==> config.mk <==
export PLATFORM = sky130hd
export DESIGN_NAME = snd_engine
export DESIGN_NICKNAME = d
export VERILOG_FILES = /design/src/rtl/snd_pkg.sv /design/src/rtl/snd_step.sv /design/src/rtl/snd_mix.sv /design/src/rtl/snd_seq.sv /design/src/rtl/snd_engine.sv
export SDC_FILE = /design/constraint.sdc
export NUM_CORES = 1
export LEC_CHECK = 0
export BUFFER_PORTS_ARGS = -buffer_cell sky130_fd_sc_hd__buf_2
export CORE_ASPECT_RATIO = 0.5
export CORE_UTILIZATION = 40
export DETAILED_ROUTE_END_ITERATION = 8
export REMOVE_ABC_BUFFERS = 1
export SLEW_MARGIN = 20
export SYNTH_ARGS = -nofsm -noshare
export SYNTH_HDL_FRONTEND = slang
export SYNTH_SLANG_ARGS = --single-unit
==> constraint.sdc <==
create_clock -name clk -period 8.3 [get_ports clk]
set_input_delay 0.415 -clock clk [delete_from_list [all_inputs] [get_ports clk]]
set_output_delay 0.415 -clock clk [all_outputs]
set_load 0.03 [all_outputs]
==> src/rtl/snd_pkg.sv <==
package snd_pkg;
  typedef enum logic [2:0] {
    ST_IDLE,
    ST_RCTL,
    ST_WCTL,
    ST_RPH,
    ST_WPH,
    ST_WR,
    ST_DONE
  } snd_state_t;
endpackage

==> src/rtl/snd_step.sv <==
module snd_step #(
  parameter int DW    = 16,
  parameter bit FM_EN = 1'b1
) (
  input  logic [DW-1:0] ctl_cell,
  input  logic [DW-1:0] phase,
  input  logic          prev_out,
  output logic [DW-1:0] nphase,
  output logic          out_bit
);
  logic [DW-1:0] k;
  logic [DW-1:0] step;

  assign k = {1'b0, ctl_cell[DW-2:0]};

  generate
    if (FM_EN) begin : g_fm
      always_comb begin
        if (ctl_cell[DW-1])
          step = prev_out ? (k + (k >> 1)) : (k >> 1);
        else
          step = k;
      end
    end else begin : g_plain
      always_comb step = k;
    end
  endgenerate

  assign nphase  = phase + step;
  assign out_bit = nphase[DW-1];
endmodule

==> src/rtl/snd_mix.sv <==
module snd_mix #(
  parameter int NCH = 64,
  parameter int SW  = 6
) (
  input  logic          clk,
  input  logic          rst_n,
  input  logic          clr,
  input  logic          acc_en,
  input  logic          acc_odd,
  input  logic          acc_bit,
  input  logic          latch,
  input  logic          smp_ready,
  output logic          smp_valid,
  output logic [SW-1:0] smp_left,
  output logic [SW-1:0] smp_right,
  output logic          slot_free
);
  localparam logic [SW-1:0] HALF = SW'(NCH / 2);

  logic [SW-1:0] cnt_l, cnt_r;

  assign slot_free = !smp_valid || smp_ready;

  always_ff @(posedge clk or negedge rst_n) begin
    if (!rst_n) begin
      cnt_l <= '0;
      cnt_r <= '0;
    end else if (clr) begin
      cnt_l <= '0;
      cnt_r <= '0;
    end else if (acc_en && acc_bit) begin
      if (acc_odd) cnt_r <= cnt_r + 1'b1;
      else         cnt_l <= cnt_l + 1'b1;
    end
  end

  always_ff @(posedge clk or negedge rst_n) begin
    if (!rst_n) begin
      smp_valid <= 1'b0;
      smp_left  <= '0;
      smp_right <= '0;
    end else if (latch) begin
      smp_valid <= 1'b1;
      smp_left  <= cnt_l;
      smp_right <= cnt_r;
    end else if (smp_ready) begin
      smp_valid <= 1'b0;
    end
  end

  assert_sample_hold_R7: assert property (@(posedge clk) disable iff (!rst_n)
    smp_valid && !smp_ready |=> smp_valid && $stable(smp_left) && $stable(smp_right));

  assert_count_bound_R6: assert property (@(posedge clk) disable iff (!rst_n)
    cnt_l <= HALF && cnt_r <= HALF);

  assert_no_lost_sample_R7: assert property (@(posedge clk) disable iff (!rst_n)
    latch |-> slot_free);
endmodule

==> src/rtl/snd_seq.sv <==
module snd_seq
  import snd_pkg::*;
#(
  parameter int            NCH    = 64,
  parameter int            DW     = 16,
  parameter int            ADDR_W = 16,
  parameter logic [ADDR_W-1:0] BASE = '0,
  parameter bit            FM_EN  = 1'b1
) (
  input  logic              clk,
  input  logic              rst_n,
  input  logic              frame_tick,
  output logic              mem_valid,
  input  logic              mem_ready,
  output logic              mem_we,
  output logic [ADDR_W-1:0] mem_addr,
  output logic [DW-1:0]     mem_wdata,
  input  logic [DW-1:0]     mem_rdata,
  input  logic              mem_rvalid,
  output logic              frame_clr,
  output logic              acc_en,
  output logic              acc_odd,
  output logic              acc_bit,
  output logic              latch,
  input  logic              slot_free
);
  localparam int CW = (NCH > 1) ? $clog2(NCH) : 1;
  localparam logic [CW-1:0] LAST = CW'(NCH - 1);

  snd_state_t    state;
  logic [CW-1:0] ch;
  logic [DW-1:0] ctl_q, nph_q;
  logic          prev_q, outb_q;
  logic [DW-1:0] nphase;
  logic          obit;

  snd_step #(.DW(DW), .FM_EN(FM_EN)) u_step (
    .ctl_cell (ctl_q),
    .phase    (mem_rdata),
    .prev_out (prev_q),
    .nphase   (nphase),
    .out_bit  (obit)
  );

  assign mem_valid = (state == ST_RCTL) || (state == ST_RPH) || (state == ST_WR);
  assign mem_we    = (state == ST_WR);
  assign mem_addr  = BASE + ADDR_W'({ch, (state == ST_RCTL)});
  assign mem_wdata = nph_q;

  assign frame_clr = (state == ST_IDLE) && frame_tick;
  assign acc_en    = (state == ST_WR) && mem_ready;
  assign acc_odd   = ch[0];
  assign acc_bit   = outb_q;
  assign latch     = (state == ST_DONE) && slot_free;

  always_ff @(posedge clk or negedge rst_n) begin
    if (!rst_n) begin
      state  <= ST_IDLE;
      ch     <= '0;
      ctl_q  <= '0;
      nph_q  <= '0;
      prev_q <= 1'b0;
      outb_q <= 1'b0;
    end else begin
      unique case (state)
        ST_IDLE: if (frame_tick) begin
          ch    <= '0;
          state <= ST_RCTL;
        end
        ST_RCTL: if (mem_ready) state <= ST_WCTL;
        ST_WCTL: if (mem_rvalid) begin
          ctl_q <= mem_rdata;
          state <= ST_RPH;
        end
        ST_RPH: if (mem_ready) state <= ST_WPH;
        ST_WPH: if (mem_rvalid) begin
          nph_q  <= nphase;
          outb_q <= obit;
          state  <= ST_WR;
        end
        ST_WR: if (mem_ready) begin
          prev_q <= outb_q;
          if (ch == LAST) state <= ST_DONE;
          else begin
            ch    <= ch + 1'b1;
            state <= ST_RCTL;
          end
        end
        ST_DONE: if (slot_free) state <= ST_IDLE;
        default: state <= ST_IDLE;
      endcase
    end
  end

  assert_req_hold_R9: assert property (@(posedge clk) disable iff (!rst_n)
    mem_valid && !mem_ready |=> mem_valid && $stable(mem_addr) && $stable(mem_we)
                                && $stable(mem_wdata));

  assert_write_to_phase_R2: assert property (@(posedge clk) disable iff (!rst_n)
    mem_valid && mem_we |-> ((mem_addr - BASE) & ADDR_W'(1)) == '0);

  assert_write_after_read_R2: assert property (@(posedge clk) disable iff (!rst_n)
    $rose(mem_we) |-> $past(mem_addr) == mem_addr);

  assert_tick_ignored_R8: assert property (@(posedge clk) disable iff (!rst_n)
    (state != ST_IDLE) && frame_tick |=> !frame_clr || (state != ST_IDLE));
endmodule

==> src/rtl/snd_engine.sv <==
module snd_engine #(
  parameter int                NCH    = 64,
  parameter int                DW     = 16,
  parameter int                ADDR_W = 16,
  parameter logic [ADDR_W-1:0] BASE   = 16'hFE00,
  parameter bit                FM_EN  = 1'b1,
  parameter int                SW     = $clog2(NCH / 2 + 1)
) (
  input  logic              clk,
  input  logic              rst_n,
  input  logic              frame_tick,
  output logic              mem_valid,
  input  logic              mem_ready,
  output logic              mem_we,
  output logic [ADDR_W-1:0] mem_addr,
  output logic [DW-1:0]     mem_wdata,
  input  logic [DW-1:0]     mem_rdata,
  input  logic              mem_rvalid,
  output logic              smp_valid,
  input  logic              smp_ready,
  output logic [SW-1:0]     smp_left,
  output logic [SW-1:0]     smp_right
);
  logic frame_clr, acc_en, acc_odd, acc_bit, latch, slot_free;

  snd_seq #(
    .NCH(NCH), .DW(DW), .ADDR_W(ADDR_W), .BASE(BASE), .FM_EN(FM_EN)
  ) u_seq (
    .clk        (clk),
    .rst_n      (rst_n),
    .frame_tick (frame_tick),
    .mem_valid  (mem_valid),
    .mem_ready  (mem_ready),
    .mem_we     (mem_we),
    .mem_addr   (mem_addr),
    .mem_wdata  (mem_wdata),
    .mem_rdata  (mem_rdata),
    .mem_rvalid (mem_rvalid),
    .frame_clr  (frame_clr),
    .acc_en     (acc_en),
    .acc_odd    (acc_odd),
    .acc_bit    (acc_bit),
    .latch      (latch),
    .slot_free  (slot_free)
  );

  snd_mix #(.NCH(NCH), .SW(SW)) u_mix (
    .clk       (clk),
    .rst_n     (rst_n),
    .clr       (frame_clr),
    .acc_en    (acc_en),
    .acc_odd   (acc_odd),
    .acc_bit   (acc_bit),
    .latch     (latch),
    .smp_ready (smp_ready),
    .smp_valid (smp_valid),
    .smp_left  (smp_left),
    .smp_right (smp_right),
    .slot_free (slot_free)
  );

  assert_idle_after_reset_R1: assert property (@(posedge clk) disable iff (!rst_n)
    $rose(smp_valid) |-> !mem_valid);
endmodule

### Yosys cells after proc, flatten, opt, wreduce, memory -nomap -nowiden

Index checks and enable logic that the tools add are counted.

* $add $sub $neg: 6
* equality and inequality tests: 16
* muxes and demuxes: 23
* reduce and logical (&&, ||, !) cells: 20

Operator list (count)
* 6-bit 2-to-1 mux: 9
* 16-bit 2-to-1 mux: 2
* 3-bit 2-to-1 mux: 8
* 3-bit one-hot mux with 7 select lines: 1
* 6-bit by 1-bit adder with 6-bit output (second input constant): 3
* 15-bit by 14-bit adder with 16-bit output: 1
* 16-bit adder: 1
* 2-bit inequality test (second input constant): 8
* 6-bit one-hot mux with 2 select lines: 1
* 10-bit by 8-bit adder with 11-bit output (first input constant): 1
* 2-bit AND reduction: 5
* 3-bit equality test (second input constant): 3
* 2-bit nonzero test: 4
* 7-bit AND reduction: 1
* 3-bit by 2-bit equality test with 1-bit output (second input constant): 2
* 6-bit equality test (second input constant): 1
* 1-bit logical AND: 4
* 4-bit AND reduction: 1
* 3-bit by 1-bit equality test with 1-bit output (second input constant): 1
* 3-bit zero test: 1
* 1-bit logical OR: 3
* 1-bit 2-to-1 mux: 2
* 2-bit by 1-bit inequality test with 1-bit output (second input constant): 1
* 1-bit zero test: 1

* register bits: 68
* input port bits: 22
* output and inout bits: 47

### Logic depth before layout (Yosys ltp)

Gate-level depths: netlist of run 1.

* word-level depth: 5
* gate-level depth with buffers: 17

### Hierarchy

From an unflattened synthesis of run 1, not the netlist that was laid out.

* cells, all modules: 470
* area, all modules: 4713.3 µm²

Modules (own cells, without submodules)
* snd_seq: times used 1, cells each 151, area an instance 1974.4 µm², seq. area each 1076.0 µm²
* snd_step: times used 1, cells each 233, area an instance 1669.1 µm², seq. area each 0.0 µm²
* snd_mix: times used 1, cells each 86, area an instance 1069.8 µm², seq. area each 625.6 µm²

### Worst setup path before layout of run 1

OpenSTA, ideal clock, no wires.

* path type: register to register
* start: register u_seq.ctl_q[1]
* end: register u_seq.outb_q (netlist: u_seq.acc_bit)
* arrival: 3.426 ns
* required time: 8.177 ns
* setup slack: 4.751 ns
* stages on the path, launching flop included: 18
* path buffers: 0
* period minus slack after synthesis: 3.549 ns
* path through: dfrtp_1 ha_1 inv_1 fa_1 nor2b_1 o2111ai_1 nand2_1 a31o_2 xor2_1 mux2i_1 a21oi_1 ha_1 and2_1 a221o_1 a221o_1 a41oi_2 xnor2_1 o21ai_1

* longest elaborated chain between the ends: 4

RTL lines
* from (decl): RTL line snd_seq.sv:32 `logic [DW-1:0] ctl_q, nph_q;`
* from (signal assigned): RTL line snd_seq.sv:72 `ctl_q <= mem_rdata;`
* 15-bit by 14-bit adder with 16-bit output: RTL line snd_step.sv:20 `step = prev_out ? (k + (k >> 1)) : (k >> 1);`
* 16-bit 2-to-1 mux: RTL line snd_step.sv:20
* 16-bit 2-to-1 mux (*): RTL line snd_step.sv:19 `if (ctl_cell[DW-1])`
* 16-bit adder (*): RTL line snd_step.sv:29 `assign nphase = phase + step;`
* to (signal assigned): RTL line snd_seq.sv:78 `outb_q <= obit;`
* to (decl): RTL line snd_seq.sv:33 `logic prev_q, outb_q;`

Every way passes the cells marked *; elsewhere a longest branch is shown, timed or not.
A chain may end at the register's enable or synchronous reset.

### Worst setup path after layout of run 1

Same ends and word-level chain as after synthesis.

==> results.cfg, run 1 <==
[outcome]
status = finished with violations
violations = design-rule violations

[detailed_routing]
detailedRoute.firstIterationViolations = 253
detail_route.drc_violations = 6
drt_wl_total_mm = 9.92
detailedRoute.firstPassIterationCount = 7
postRouteAntennaNets = 0
routed_len_inst_um = 14.5
detailroute.via_count = 3616
post_drt_via_cell_ratio = 5.29

[finish]
final_layout_size_suffix_gt1_share_pct = 20.8
layout.cells.most_common = sky130_fd_sc_hd__dfrtp_1
syn2layout_area_growth_pct = 14.8
seq_area_sq_um = 1680
fin_area_sq_um = 5160
antenna-diode-count = 0
multiInputGateArea_sq_um = 2640
utilization_pct = 48.8
n_fill_cell = 1017
layout_common_cells = 67 x sky130_fd_sc_hd__dfrtp_1, 59 x sky130_fd_sc_hd__buf_2, 52 x sky130_fd_sc_hd__nand2_1
finish.net_count = 597

[clock_network]
post_cts.repair.setup_buffers = 0
clock_tree.htree_level_count = 3
post_cts.resized_instances = 0
tritoncts.num_buffers = 9
cts.sink_count = 67
cts-root-to-sink-buffers = 2
root_buffer = sky130_fd_sc_hd__clkbuf_16
path_clk_slew_ps = 60
ctsHoldBuffers = 0
cts_tree = done
worst_skew_pair.late_latency_ps = 330

[timing]
maximum_clock_skew_at_final_layout_ps = 4.02
report.final.slew_viol_count = 0
timing.setup.tns_ps = 0
timing.final.hold_violations = 0
timing.slew.headroom_pct = 39.3
layout_worst_path_cycle_share_pct = 47.4
timing.fmax_ghz = 0.254
rsz0062_at_grt = false
setup_viol = 0
min_period_ps = 3930
tightest_slew_ps = 910

[floorplanning]
floorplan.io_pins = 69
die_y_um = 77.0
initial_utilization_pct = 42.5
die-area_sq_um = 11700
die-width_um = 152
fp.coreArea_sq_um = 10600
num_rows = 26

[logic_synthesis]
synth_enable_flop_cells = 0
syn_area_sq_um = 4500
yosys_register_bits = 67
synth.largest_area_cell = sky130_fd_sc_hd__dfrtp_1
netlist-cell-type-count = 57
asr_flop_ratio_synth_pct = 100
synth_seq_area_share_pct = 37.3
synth-warning-count = 0
dominantRegCellSynth = sky130_fd_sc_hd__dfrtp_1
netlist_top_cells_area = sky130_fd_sc_hd__dfrtp_1 37%, sky130_fd_sc_hd__ha_1 9.7%, sky130_fd_sc_hd__mux2_2 6.3%
syn_area_per_cell_sq_um = 9.31
share_of_the_synthesized_area_in_the_top_cell_type_pct = 37.3
synthesis.instances = 483

[worst_hold_path]
hold_class = in2async

[worst_setup_path]
timing.critical_path.fanout_max = 4
r2r-end = u_seq.acc_bit
path_buf_inv = 1
worst_ep_arrival_time_ps = 4120
endpoint = u_seq.acc_bit
crit_start = u_seq.ctl_q[1]
timing.critical_path.required_ps = 8490
reg2reg_slack_ps = 4370
critPathSlowestCell = sky130_fd_sc_hd__a221o_1
worstReg2RegStart = u_seq.ctl_q[1]
worst_r2r_path_depth = 17
cp_delay_by_family_top = compound AO/OA/AOI/OAI gates
worst-path-stages = 17
critPathCaptureType = register
start_kind = register
timing.critical_path.cells = ha_1, inv_1, fa_1, nor2b_1, o2111ai_1, nand2_1, a31o_2, xor2_1, mux2i_1, a21oi_1, ha_1, and2_1, a221o_1, a221o_1, a41oi_2, xnor2_1, o21ai_1
largest_stage_delay_on_the_critical_path_ps = 410
criticalPathCategory = reg2reg

[grt]
first_pass_grt_wire_length_mm = 16.6
globalRouteOverflowTotal = 0
globalRouteTotalUtil_pct = 17.7
grt_antenna_before_repair = 0
first_global_vias = 3422
maximum_number_of_pins_on_one_net_before_global_route_repair = 68

[pwr]
vdd.ir_drop.worst_v = 0.000145
design_power_total_mw = 2.27
leakage_nw = 2.59
power_density_nw_per_um2 = 439

[placement]
hpwlAfterDp_mm = 7.28
place_area_sq_um = 4880
final_wtd_congestion = 0.941
placement.io_buffers = 59

[flow_run]
maxCapViolations = 0
[registers in the layout, indices dropped and copies added (netlist names), 3 cells and up]
register / cells
u_seq.mem_wdata: 15
u_mix.cnt_l: 6
u_seq.ch: 6
u_seq.state: 3
u_mix.smp_left: 6
u_mix.cnt_r: 6
u_mix.smp_right: 6
u_seq.ctl_q: 16
[synthesized netlist by cell type, types with 3 or more instances]
cell type / instances
sky130_fd_sc_hd__inv_1: 16
sky130_fd_sc_hd__mux2_2: 25
sky130_fd_sc_hd__nor2b_1: 3
sky130_fd_sc_hd__a21oi_1: 33
sky130_fd_sc_hd__or3_1: 3
sky130_fd_sc_hd__dfrtp_1: 67
sky130_fd_sc_hd__nor2_1: 41
sky130_fd_sc_hd__and3_1: 6
sky130_fd_sc_hd__xnor2_1: 12
sky130_fd_sc_hd__nand3_1: 10
sky130_fd_sc_hd__xor2_1: 23
sky130_fd_sc_hd__a31oi_1: 6
sky130_fd_sc_hd__buf_4: 11
sky130_fd_sc_hd__o21ai_0: 38
sky130_fd_sc_hd__ha_1: 35
sky130_fd_sc_hd__nand2_1: 52
sky130_fd_sc_hd__and2_1: 4
sky130_fd_sc_hd__nand3b_1: 3
sky130_fd_sc_hd__clkbuf_1: 10
sky130_fd_sc_hd__mux2i_1: 9
sky130_fd_sc_hd__a21o_1: 15
sky130_fd_sc_hd__buf_2: 3
sky130_fd_sc_hd__nand4_1: 8
sky130_fd_sc_hd__nor3_1: 5
[where the power goes]
group / switching [mW] / internal, mW / leakage, nW
registers: 0.124 / 0.419 / 0.878
logic: 0.793 / 0.573 / 1.58
clock network: 0.154 / 0.204 / 0.136
[metrics by stage]
stage          setup WS (ps)  std cells  hold WS, ps
3_3_place_gp            4470        667          459
4_1_cts                 4360        683          293
5_1_grt                 4020        683          340
3_5_place_dp            4400        667          467
2_1_floorplan           4720        463          119
6_report                4370        683          234
[how the worst min path moves through the flow]
stage | from | endpoint | slack (ps) | depth (start not counted)
2_1_floorplan | rst_n | u_mix.cnt_l[0] | 120 | 0
3_3_place_gp | u_seq.mem_wdata[14] | u_seq.mem_wdata[14] | 460 | 2
5_1_grt | smp_ready | u_mix.smp_valid | 340 | 2
3_5_place_dp | u_seq.mem_wdata[14] | u_seq.mem_wdata[14] | 470 | 2
4_1_cts | smp_ready | u_mix.smp_valid | 290 | 2
6_report | rst_n | u_seq.ctl_q[1] | 230 | 2
[final cells by class]
class / instances / share of cell area, %
Clock buffer: 9 / 4.37
Tap cell: 140 / 3.40
Multi-Input combinational cell: 380 / 51.1
Sequential cell: 67 / 32.5
Inverter: 16 / 1.16
Clock inverter: 7 / 1.02
Timing Repair Buffer: 64 / 6.45
[worst register-to-register path, stage by stage, from the launching register on]
cell                        delay, ps
sky130_fd_sc_hd__dfrtp_1          390
sky130_fd_sc_hd__ha_1             190
sky130_fd_sc_hd__inv_1             60
sky130_fd_sc_hd__fa_1             370
sky130_fd_sc_hd__nor2b_1          220
sky130_fd_sc_hd__o2111ai_1        130
sky130_fd_sc_hd__nand2_1          110
sky130_fd_sc_hd__a31o_2           220
sky130_fd_sc_hd__xor2_1           180
sky130_fd_sc_hd__mux2i_1           90
sky130_fd_sc_hd__a21oi_1          190
sky130_fd_sc_hd__ha_1             290
sky130_fd_sc_hd__and2_1           190
sky130_fd_sc_hd__a221o_1          340
sky130_fd_sc_hd__a221o_1          410
sky130_fd_sc_hd__a41oi_2          200
sky130_fd_sc_hd__xnor2_1          140
sky130_fd_sc_hd__o21ai_1           70
[per-layer routing]
metal / routed length, um / global-route usage, % / vias up / share of wire, %
met2: 4390 / 28.8 / 64 / 44
met4: 119 / 4.90 / 0 / 1.2
met1: 5090 / 23.9 / 1719 / 51
met3: 320 / 3.79 / 13 / 3.2
met5: 0 / 0 / - / 0
li1: - / - / 1820 / -
[cells by family (layout without fill, tap and decap cells)]
| family | count (synthesis) | after routing | share of synthesized area [%] |
|---|---|---|---|
| AOI/OAI and AO/OA | 122 | 122 | 17.4 |
| muxes | 34 | 34 | 8.27 |
| buffers and inverters | 43 | 96 | 4.79 |
| adders and majority gates | 37 | 37 | 10.6 |
| xor gates and xnor gates | 35 | 35 | 6.82 |
| other | 2 | 9 | 0.167 |
| and+or+nand+nor | 143 | 143 | 14.6 |
| DFF | 67 | 67 | 37.3 |
No activity file was read; power rests on OpenSTA's default activity.
==> run 2, diff against run 1 <==
==> constraint.sdc (replaced) <==
create_clock -name clk -period 3.4 [get_ports clk]
set_input_delay 0.17 -clock clk [delete_from_list [all_inputs] [get_ports clk]]
set_output_delay 0.17 -clock clk [all_outputs]
set_load 0.03 [all_outputs]
==> run 2 against run 1 <==
The flow finishes with violations (design-rule violations, negative setup slack). Non-clock buffer count up 49. Global-route usage up 0.96 points. Die area unchanged. Setup slack worse by 4600 ps. Clock-buffer cell count unchanged. Worst hold slack worse by 200 ps. First-iteration DRC count down 53%. Combinational power rose to 3.1 times the previous value. Register-to-register slack worse by 4600 ps. Clock skew up 1.9 ps. Sequential share of layout area down 2.9 points.
==> results.cfg, run 2 (synthesis results as in run 1) <==
[pwr]
power_report.internal_total_mw = 3.64
power_frac_seq_pct = 20.3
p_sw_share_pct = 44.1
share_clk_of_total_power_pct = 14.7
power_density_nw_per_um2 = 1150
power.combinational.fraction_pct = 65.0
net-switching-power_mw = 2.86
vdd.ir_drop.worst_v = 0.000405
leakage_nw = 2.87

[worst_hold_path]
holdCritStartpoint = smp_ready
hold_class = in2reg
worst_hold_path.num_cells = 2

[timing]
postLayoutSetupSlackWorst_ps = -185
maximum_clock_skew_at_final_layout_ps = 5.89
timing.fmax_ghz = 0.279
report.final.slew_viol_count = 0
setup_viol = 6
rsz0062_at_grt = true
timing.slew.headroom_pct = 43.2
timing.setup.tns_ps = -949
min_period_ps = 3590
timing.final.hold_violations = 0
layout_worst_path_cycle_share_pct = 105
tightest_slew_ps = 852

[worst_setup_path]
worst_r2r_path_depth = 17
timing.critical_path.required_ps = 3590
worstReg2RegStart = u_seq.ctl_q[1]
crit_start = u_seq.ctl_q[1]
start_kind = register
critPathCaptureType = register
worst_ep_arrival_time_ps = 3770
criticalPathCategory = reg2reg
timing.critical_path.fanout_max = 4

[clock_network]
cts.sink_count = 67
cts_tree = done
cts-root-to-sink-buffers = 2
tritoncts.num_buffers = 9
path_clk_slew_ps = 60
root_buffer = sky130_fd_sc_hd__clkbuf_16
worst_skew_pair.late_latency_ps = 330
clock_tree.htree_level_count = 3

[finish]
antenna-diode-count = 0
n_fill_cell = 990
layout_common_cells = 67 x sky130_fd_sc_hd__dfrtp_1, 59 x sky130_fd_sc_hd__buf_2, 52 x sky130_fd_sc_hd__nand2_1
fin_area_sq_um = 5670
final_non_filler_cells = 732
final_layout_size_suffix_gt1_share_pct = 30.2
syn2layout_area_growth_pct = 26.2
finish.net_count = 646
flip_flop_count_of_the_largest_register_all_copies_and_words_added = 16
top_register = u_seq.ctl_q
layout.cells.most_common = sky130_fd_sc_hd__dfrtp_1

[placement]
hpwlAfterDp_mm = 7.70
placedCellCount = 712
final_wtd_congestion = 0.801
placement.setup.worst_slack_ps = -284
placement.io_buffers = 59
place_area_sq_um = 5220

[detailed_routing]
detailedRoute.firstPassIterationCount = 6
post_drt_via_cell_ratio = 5.11
detailroute.via_count = 3738
postRouteAntennaNets = 0
drt_wl_total_mm = 10.4
routed_len_inst_um = 14.2
detail_route.drc_violations = 6
detailedRoute.firstIterationViolations = 120

[grt]
first_global_vias = 3626
maximum_number_of_pins_on_one_net_before_global_route_repair = 31
grt_antenna_before_repair = 0
globalRouteOverflowTotal = 0
globalRouteTotalUtil_pct = 18.7
first_pass_grt_wire_length_mm = 17.7

[floorplanning]
fp.coreArea_sq_um = 10600
initial_utilization_pct = 42.5
floorplan.io_pins = 69
die_y_um = 77.0
num_rows = 26
die-area_sq_um = 11700
die-width_um = 152

[flow_run]
maxCapViolations = 0

[outcome]
status = finished with violations
violations = design-rule violations, negative setup slack
run 2: changes by cell type in the layout (fill, tap and decap cells not counted), sizes merged:
cell and delta:
buf +48, bufinv +1, clkinv -1, clkinvlp -1
dlygate4sd3 +1, inv +1
run 2: final timing paths:
| check | slack [ps] | to |
|---|---|---|
| setup / recovery | -190 | u_seq.mem_wdata[13] |
| hold / removal | 40 | u_mix.smp_valid |
| setup reg to reg | -190 | u_seq.mem_wdata[13] |
| hold reg to reg | 470 | u_seq.mem_wdata[6] |
| max in group asynchronous | 2270 | u_mix.cnt_l[2] |
| min in group asynchronous | 370 | u_seq.ctl_q[2] |
run 2: through the flow:
step / util, % / hold WS (ps) / total power, mW
after floorplan: - / -126 / 3.88
after global placement: 49.4 / 199 / 5.19
after detailed placement: 49.4 / 198 / 5.22
after CTS: 53.1 / 33.9 / 6.36
after global routing: 53.6 / 43.4 / 7.03
final: 53.6 / 39.0 / 6.50
run 2: area by class of cell:
cell class | instances | area, sq um | area share, %
Clock inverter | 7 | 75.1 | 1.32
Timing Repair Buffer | 113 | 711 | 12.5
Sequential cell | 67 | 1680 | 29.6
Inverter | 16 | 60.1 | 1.06
Tap cell | 140 | 175 | 3.09
Clock buffer | 9 | 225 | 3.97
Multi-Input combinational cell | 380 | 2750 | 48.5
run 2: critical path, cell delays in order (launching register included):
cell	delay, ps
sky130_fd_sc_hd__dfrtp_1	390
sky130_fd_sc_hd__ha_2	210
sky130_fd_sc_hd__inv_2	40
sky130_fd_sc_hd__fa_2	360
sky130_fd_sc_hd__nor2b_4	130
sky130_fd_sc_hd__o2111ai_2	110
sky130_fd_sc_hd__nand2_1	130
sky130_fd_sc_hd__a31o_4	190
sky130_fd_sc_hd__xor2_1	150
sky130_fd_sc_hd__mux2i_1	90
sky130_fd_sc_hd__a21oi_1	180
sky130_fd_sc_hd__ha_1	280
sky130_fd_sc_hd__and2_4	150
sky130_fd_sc_hd__a221o_1	310
sky130_fd_sc_hd__a221o_1	370
sky130_fd_sc_hd__a21boi_2	160
sky130_fd_sc_hd__xor2_1	150
sky130_fd_sc_hd__o21ai_1	70
run 2: power by group through the flow:
| stage | logic [mW] | registers [mW] | clock network (mW) |
|---|---|---|---|
| 4_1_cts | 4.07 | 1.31 | 0.977 |
| 5_1_grt | 4.66 | 1.36 | 1.01 |
| 3_3_place_gp | 3.88 | 1.31 | 0 |
| 6_report | 4.23 | 1.32 | 0.953 |
| 2_1_floorplan | 2.39 | 1.49 | 0 |
| 3_5_place_dp | 3.90 | 1.31 | 0 |
run 2: repair_timing:
item                                   4_1_cts  5_1_grt
cloned                                       0        0
endpoints found under the hold margin       20        0
buffers inserted                             2        1
pin swaps                                   13        1
resized for setup                           14       13
hold buffers                                 1        0
setup endpoints to repair                    7        9
run 2: metal layers:
layer | track usage [%] | part of all wire, % | vias up
li1 | - | - | 1918
met1 | 26.2 | 52 | 1747
met2 | 29.9 | 43 | 63
met3 | 3.56 | 3.4 | 10
met4 | 4.29 | 0.89 | 0
met5 | 0 | 0 | -
